===== src/rtl/clkmode_monitor.sv =====
module clkmode_monitor #(
  parameter int LOC_LIMIT = 16
) (
  input  logic       clk,
  input  logic       por_n,
  input  logic       rst_n,
  input  logic [1:0] mode_pins,
  input  logic       ref_clk,
  input  logic       loc_en,
  input  logic       stop_entry,
  input  logic [1:0] stop_bits,
  input  logic       fast_wake,
  input  logic       osc_ready,
  input  logic       rd_en,
  output logic [2:0] mode_code,
  output logic       loc_status,
  output logic       lol,
  output logic [7:0] rd_data
);
  localparam int CW = $clog2(LOC_LIMIT + 1);

  logic          in_rst;
  logic [1:0]    pins_q;
  logic          cap_vld;
  logic          lol_q;
  logic [2:0]    ref_sync;
  logic          ref_rise;
  logic [CW-1:0] gap_cnt;
  logic          ext_mode;
  logic          loss_evt;
  logic          wake_set;
  logic          wake_pend;
  logic          sticky;

  assign in_rst = !rst_n || !por_n;

  always_ff @(posedge clk)
    if (in_rst) pins_q <= mode_pins;

  always_ff @(posedge clk or negedge por_n)
    if (!por_n) begin
      cap_vld <= 1'b0;
      lol_q   <= 1'b0;
    end else begin
      lol_q <= !rst_n && cap_vld && (mode_pins != pins_q);
      if (!rst_n) cap_vld <= 1'b1;
    end

  assign mode_code = {|pins_q, pins_q[1], &pins_q};
  assign ext_mode  = (pins_q == 2'b00);
  assign lol       = lol_q;

  always_ff @(posedge clk or negedge por_n)
    if (!por_n) ref_sync <= '0;
    else        ref_sync <= {ref_sync[1:0], ref_clk};

  assign ref_rise = ref_sync[1] && !ref_sync[2];

  always_ff @(posedge clk or negedge por_n)
    if (!por_n)                            gap_cnt <= '0;
    else if (in_rst || ext_mode || ref_rise) gap_cnt <= '0;
    else if (gap_cnt != CW'(LOC_LIMIT))    gap_cnt <= gap_cnt + 1'b1;

  assign loss_evt = !in_rst && !ext_mode && !ref_rise && (gap_cnt == CW'(LOC_LIMIT - 1));
  assign wake_set = stop_entry && fast_wake && (stop_bits == 2'b11) && !ext_mode;

  always_ff @(posedge clk or negedge por_n)
    if (!por_n) begin
      wake_pend <= 1'b0;
      sticky    <= 1'b0;
    end else if (!rst_n) begin
      wake_pend <= 1'b0;
      sticky    <= 1'b0;
    end else begin
      if (wake_set)       wake_pend <= 1'b1;
      else if (osc_ready) wake_pend <= 1'b0;
      if (loss_evt && !rd_en && (loc_en || wake_pend)) sticky <= 1'b1;
    end

  assign loc_status = !ext_mode && (sticky || wake_pend);
  assign rd_data    = rd_en ? {1'b0, mode_code, 1'b0, loc_status, 2'b00} : 8'h00;
endmodule


===== config.mk =====
export PLATFORM = sky130hd
export DESIGN_NAME = clkmode_monitor
export DESIGN_NICKNAME = d
export VERILOG_FILES = /design/src/rtl/clkmode_monitor.sv
export SDC_FILE = /design/constraint.sdc
export NUM_CORES = 1
export LEC_CHECK = 0
export ABC_AREA = 1
export BUFFER_PORTS_ARGS = -buffer_cell sky130_fd_sc_hd__buf_4
export CAP_MARGIN = 20
export CORE_MARGIN = 10
export CORE_UTILIZATION = 50
export DETAILED_ROUTE_END_ITERATION = 12
export PLACE_DENSITY = 0.82
export SLEW_MARGIN = 20
export SYNTH_ARGS = -nofsm -noshare
export SYNTH_HDL_FRONTEND = slang
export SYNTH_SLANG_ARGS = --single-unit
export TNS_END_PERCENT = 20

===== constraint.sdc =====
create_clock -name clk -period 3.2 [get_ports clk]
set_input_delay 0.16 -clock clk [delete_from_list [all_inputs] [get_ports clk]]
set_output_delay 0.16 -clock clk [all_outputs]
set_load 0.05 [all_outputs]

# Word level (Yosys, flattened, before mapping)
# Cells that the tools add are included.
dict set report totals {
  wordCells 50
  reg_bits 14
  in_bits 13
  out_inout_bits 13
}
dict set report classes {
  muxes 8
  eq_ne 6
  n_reduce_logical 28
  addsub 1
}
# operator n
set ops {}
lappend ops {{logical AND 1 bit} 12}
lappend ops {{2-to-1 mux 5 bit} 2}
lappend ops {{logical NOT 1 bit} 7}
lappend ops {{2-to-1 mux 7 bit} 1}
lappend ops {{adder 5 x 1 -> 5 bit (second input constant)} 1}
lappend ops {{equality test 5 x 4 -> 1 bit (second input constant)} 1}
lappend ops {{logical OR 1 bit} 5}
lappend ops {{2-to-1 mux 1 bit} 5}
lappend ops {{!= test 5 bit (second input constant)} 1}
lappend ops {{!= test 3 x 1 -> 1 bit (second input constant)} 1}
lappend ops {{equality test 2 bit (second input constant)} 1}
lappend ops {{logical NOT 2 bit} 1}
lappend ops {{!= test 2 x 1 -> 1 bit (second input constant)} 1}
lappend ops {{!= test 2 bit} 1}
lappend ops {{AND reduction 2 bit} 1}
lappend ops {{nonzero test 2 bit} 1}
lappend ops {{OR reduction 2 bit} 1}

# Logic depth before layout (Yosys ltp)
# Gate-level depths: netlist (run 1).
dict set report logic_depth {
  word_depth 10
  mapped_depth 8
  mapped_depth_nobuf 8
}

# Least setup slack after synthesis (run 1)
# OpenSTA, ideal clock, no wires.
dict set report synth_path {
  kind {reg2out}
  from {register pins_q[1]}
  to {output port rd_data[2]}
  n_path_buf 0
  t_required_ns 3.040
  path_stages_with_launch 3
  arrival_time_ns 1.567
  setup_slack_ns 1.473
  path_cell_list {edfxtp_1 -> nor2_4 -> nor3_1}
}
dict set report synth_between {
  elab_chain_cells 4
}
# element line_no
set synth_lines {}
lappend synth_lines {{from (decl)} 23} ;# logic [1:0] pins_q;
lappend synth_lines {{from (signal assigned)} 38} ;# if (in_rst) pins_q <= mode_pins;
lappend synth_lines {{logical NOT 2 bit} 50} ;# assign ext_mode = (pins_q == 2'b00);
lappend synth_lines {{logical NOT 1 bit} 80} ;# assign loc_status = !ext_mode && (sticky || wake_pend);
lappend synth_lines {{logical AND 1 bit} 80}
lappend synth_lines {{2-to-1 mux 7 bit} 81} ;# assign rd_data = rd_en ? {1'b0, mode_code, 1'b0, loc_status, 2'b00} : 8'h00;
lappend synth_lines {{to (decl)} 18} ;# output logic [7:0] rd_data
# No other way between the ends.

# Worst setup path in the final report (run 1)
dict set report layout_path {
  from {register pins_q[1]}
  to {output port mode_code[2]}
}
dict set report layout_between {
  elab_chain_cells 1
}
# element line_no
set layout_lines {}
lappend layout_lines {{OR reduction 2 bit} 49} ;# assign mode_code = {|pins_q, pins_q[1], &pins_q};
lappend layout_lines {{to (decl)} 15} ;# output logic [2:0] mode_code,
# No other way between the ends.

==> impl_metrics.toml, run 1 <==
[run_status]
status = "complete, no violations"

[worst_setup_path]
critical_path_peak_fanout = 5
r2r_end = "sticky"
crit_required_ns = 3.04
critPathLaunch = "pins_q[1]"
reg2regPathDepth = 8
cp_cell_sequence = "nor2_4, inv_1, buf_4"
startpoint_type = "flip-flop"
crit_slowest_cell = "edfxtp_1"
critPathKind = "flip-flop to primary output"
critPathMaxStageDelay_ns = 0.50
r2r_slack_ns = 1.91
end_kind = "primary output"
r2r-start = "gap_cnt[0]"
crit_end = "mode_code[2]"
cp.arrival_ns = 1.28

[timing]
fin_tns_setup_ns = 0
rsz0062_at_grt = "false"
hold_slack_ns = 0.0783
fin_skew_ns = 0.00206
fin_crit_sh = 0.449
setup_viol = 0
hold_violations = 0
max_freq_ghz = 0.696
slew_viol_final = 0
fin_crit_ns = 1.44

[cts]
insertion_delay_ns = 0.27
clk_path_buf_depth = 2
cts_root_buffer = "clkbuf_4"
cts_max_level = 1
clk_pin_slew_worst_paths_ns = 0.08
cts_tree = "done"
cts_setup_buffers = 0
cts_buffers = 3
clkSinkCount = 14

[global_routing]
grt-ovfl-total = 0
grt_usage = 0.0971
grt_pass1_wl_microns = 2620
top_usage_layer = "met2"
grt_max_degree = 14
antenna_found_initial = 0
grt_pass1_vias = 586
use_met3 = 0.0458
met2_usage = 0.163
grt_use_met1 = 0.102

[place]
dp.cells = 115
place.gp.congestion = 0.803
port_buffers = 21
placed_area_sq_um = 871
dpl.hpwl_microns = 1250

[run]
drv_cap = 0

[synth]
yosys_warnings = 0
async_flop_share = 0.857
synth_area_per_cell_sq_um = 8.90
netlist.area_leader.share = 0.417
yosys-top-cells-area = "dfrtp_1 (42%), edfxtp_1 (8.3%), inv_1 (6.8%)"
synth_edf_count = 2
synth_area_leader_cell = "dfrtp_1"
syn_inst = 81
syn_area_sq_um = 721
synthFlopType = "dfrtp_1"
synth.ff_latch_count = 14
yosysSeqAreaShare = 0.500
yosysUniqueCellTypes = 18
synth_common_cells = "inv_1 (13), nand2_1 (13), dfrtp_1 (12)"

[finish]
nets = 123
area_growth_pct = 28.6
drive_gt1_frac = 0.302
final_cell_count_no_fill = 121
fin_area_sq_um = 927
antenna_cells = 0

[floorplan]
start_util = 0.540
io_pins = 26
coreArea_sq_um = 1330
dieArea_sq_um = 3360
die_h_microns = 58.0
chipWidth_microns = 58.0
num_rows = 13

[power_and_ir_drop]
p_leak_nw = 0.462
p_clk_frac = 0.302
power_switching_uw = 124
powerDensity_nw_per_um2 = 442
internal_power_uw = 286
peakVddDrop_uv = 330
pwr-share-seq = 0.473
p_comb_frac = 0.224
switching_share = 0.302

[routing]
drc = 0
routedWlPerCell_microns = 12.6
ant_nets = 0
drt_wl_total_microns = 1530
drt-pass1-iter-count = 4
vias = 588
drt_iter0_markers = 9
routed_via_density = 4.86

[worst_hold_path]
hp-class = "input port to flip-flop"
## through the flow
step | worst slack, ns | total power, mW | utilization
floorplan | 1.47 | 0.261 | -
global placement | 1.98 | 0.286 | 0.653
detailed placement | 1.92 | 0.288 | 0.653
CTS | 1.74 | 0.414 | 0.695
global route | 1.68 | 0.430 | 0.695
finish | 1.76 | 0.410 | 0.695
## worst max-delay path, delay by kind of cell, from the launching register on
kind / cells / cell delay [ns]
buffers and inverters: 2 / 0.27
AND/OR/NAND/NOR: 1 / 0.23
flip-flops: 1 / 0.50
## repair_timing
item	CTS	global route
gates resized for setup	0	0
hold endpoints to repair	13	0
hold buffers	2	0
endpoints found under the setup margin	0	0
## cell type report
class,count,area (sq um)
Timing Repair Buffer,23,178
Tap cell,15,18.8
Fill cell,109,407
Sequential cell,14,360
Clock buffer,4,36.3
Multi-Input combinational cell,52,285
Inverter,13,48.8
## state kept, by name, indices dropped and copies added, names as in the netlist
signal,flops
sticky,1
ref_sync,3
wake_pend,1
cap_vld,1
gap_cnt,5
pins_q,2
lol,1
## cell usage in the layout, fill, tap and decap left out, drive strengths merged, types with 4 or more instances in the layout
cell type	Yosys	final
buf	5	21
nand2	14	14
inv	13	13
dfrtp	12	12
nor2	12	12
a21oi	6	6
nand4	4	4
conb	1	4
nand3	4	4
clkbuf	0	4
## metal layers
metal | vias up | wire [microns]
met5 | - | 0
met3 | 2 | 132
met2 | 20 | 779
met1 | 270 | 604
met4 | 0 | 10
li1 | 296 | -
## worst min-delay path by stage
stage	start	endpoint	slack, ns	cells after the start
6_report	mode_pins[0]	pins_q[0]	0.08	1
5_1_grt	mode_pins[1]	pins_q[1]	0.06	1
2_1_floorplan	por_n	cap_vld	-0.14	0
4_1_cts	mode_pins[0]	pins_q[0]	0.07	1
3_3_place_gp	por_n	lol	0.008	1
3_5_place_dp	por_n	lol	0.01	1
## power by group through the flow
stage          combinational (mW)  sequential (mW)  clock (mW)
2_1_floorplan              0.0589            0.202           0
4_1_cts                    0.0926            0.194       0.128
3_3_place_gp               0.0890            0.197           0
3_5_place_dp               0.0904            0.198           0
6_report                   0.0920            0.194       0.124
5_1_grt                    0.0992            0.195       0.135
## cell families after synthesis
group,count (synthesis),share of synthesized area
other,1,0.00520
buffers and inverters,18,0.120
flip-flops,14,0.500
adder cells (fa/ha/maj),3,0.0521
XOR/XNOR,2,0.0243
AND/OR/NAND/NOR,37,0.257
AO/OA/AOI/OAI,6,0.0417
Note: power is estimated with default switching activity, not from simulation.
==> inputs of run 2 (changes only) <==
Settings changed: CORE_UTILIZATION 50 to 42, PLACE_DENSITY 0.82 to 0.74.
Clock period 3.2 ns to 1.22 ns, I/O delays scaled along.
==> impl_metrics.toml, run 2 (same netlist as run 1, synthesis figures left out) <==
[global_routing]
grt_pass1_wl_microns = 2480
grt-ovfl-total = 0
grt_max_degree = 13
antenna_found_initial = 0
grt_usage = 0.0888
grt_pass1_vias = 542

[worst_setup_path]
crit_family = "flip-flops"
cp_cell_sequence = "nor2_4, nor2_1, buf_6"
critical_path_peak_fanout = 5
critPathKind = "flip-flop to primary output"
critPathMaxStageDelay_ns = 0.47
critPathBufInv = 1
crit_required_ns = 1.16
cp.arrival_ns = 1.18
crit_slowest_cell = "edfxtp_1"
end_kind = "primary output"
startpoint_type = "flip-flop"

[place]
dp.cells = 119
pre_cts_slack_ns = 0.00590
port_buffers = 21
dpl.hpwl_microns = 1330
place.gp.congestion = 0.836

[run_status]
violations = "negative setup slack"
status = "complete, but fails checks"

[timing]
rsz0062_at_grt = "true"
fin_crit_sh = 1.02
setup_ws_ns = -0.0196
fin_crit_ns = 1.24
setup_viol = 5
fin_tns_setup_ns = -0.0463
hold_violations = 0
max_freq_ghz = 0.807
slew_viol_final = 0
fin_skew_ns = 0.00120

[routing]
vias = 625
routedWlPerCell_microns = 12.6
drt-pass1-iter-count = 4
drt_wl_total_microns = 1620
drt_iter0_markers = 14
ant_nets = 0
drc = 0
routed_via_density = 4.84

[floorplan]
start_util = 0.462
coreArea_sq_um = 1560
die_h_microns = 61.4
chipWidth_microns = 61.4
dieArea_sq_um = 3770
num_rows = 14
io_pins = 26

[finish]
drive_gt1_frac = 0.372
top_regs = "gap_cnt x5, ref_sync x3, pins_q x2"
largest_reg_flops = 5
nets = 130
regMostFlops = "gap_cnt"
layout_commonest_cell = "buf_4"
antenna_cells = 0
final_cell_mix = "buf_4 (21), nand2_1 (13), dfrtp_1 (12), inv_1 (10), nor2_1 (9)"
post-route-util = 0.656
final_cell_count_no_fill = 129
area_growth_pct = 41.8

[power_and_ir_drop]
p_leak_nw = 0.502
p_total_mw = 1.12
powerDensity_nw_per_um2 = 1100
peakVddDrop_uv = 890

[cts]
clk_pin_slew_worst_paths_ns = 0.08
cts_buffers = 3
cts_root_buffer = "clkbuf_4"
cts_max_level = 1
clk_path_buf_depth = 2
clkSinkCount = 14
cts_tree = "done"
insertion_delay_ns = 0.29

[run]
drv_cap = 0

[worst_hold_path]
hp-class = "input port to flip-flop"
run 2: worst min-delay path, stage by stage:
cell and delay [ns]:
buf_4 0.07, inv_1 0.03, nand2_1 0.04, a21oi_1 0.06
run 2: through the flow:
stage | area (sq um) | hold slack [ns]
after floorplan | 737 | -0.235
after global placement | 900 | 0.0111
after detailed placement | 900 | 0.0110
after CTS | 1010 | 0.0198
after global routing | 1020 | 0.0218
final | 1020 | 0.0161
run 2: routing by layer:
| layer | up-vias | wire, microns | global-route usage |
|---|---|---|---|
| met4 | 0 | 34 | 0.0478 |
| met1 | 288 | 681 | 0.0987 |
| met3 | 5 | 138 | 0.0288 |
| li1 | 312 | - | - |
| met2 | 20 | 765 | 0.148 |
| met5 | - | 0 | 0 |
run 2: path summary, 6_finish.rpt:
path | from | to | slack, ns | depth (start not counted)
setup / recovery | pins_q[1] | loc_status | -0.02 | 3
hold / removal | osc_ready | wake_pend | 0.02 | 4
setup reg to reg | gap_cnt[1] | sticky | 0 | 8
hold reg to reg | ref_sync[0] | ref_sync[1] | 0.36 | 0
max in group asynchronous | por_n | ref_sync[2] | 0.83 | 3
min in group asynchronous | por_n | gap_cnt[1] | 0.24 | 3
run 2: cell type report:
type,instances,area [sq um]
Inverter,13,48.8
Sequential cell,14,360
Multi-Input combinational cell,52,303
Tap cell,16,20.0
Clock buffer,4,36.3
Timing Repair Buffer,30,254
Fill cell,135,537
run 2: power breakdown:
group	internal (mW)	switching [mW]
clock network	0.182	0.155
registers	0.492	0.0134
logic	0.103	0.174
total	0.777	0.343
run 2: repair_timing:
item / in CTS / in global routing
setup buffers: 2 / 0
hold endpoints to repair: 15 / 0
pin swaps: 1 / 2
resized for setup: 5 / 5
setup endpoints to repair: 6 / 10
hold buffers: 4 / 0
cloned: 0 / 0
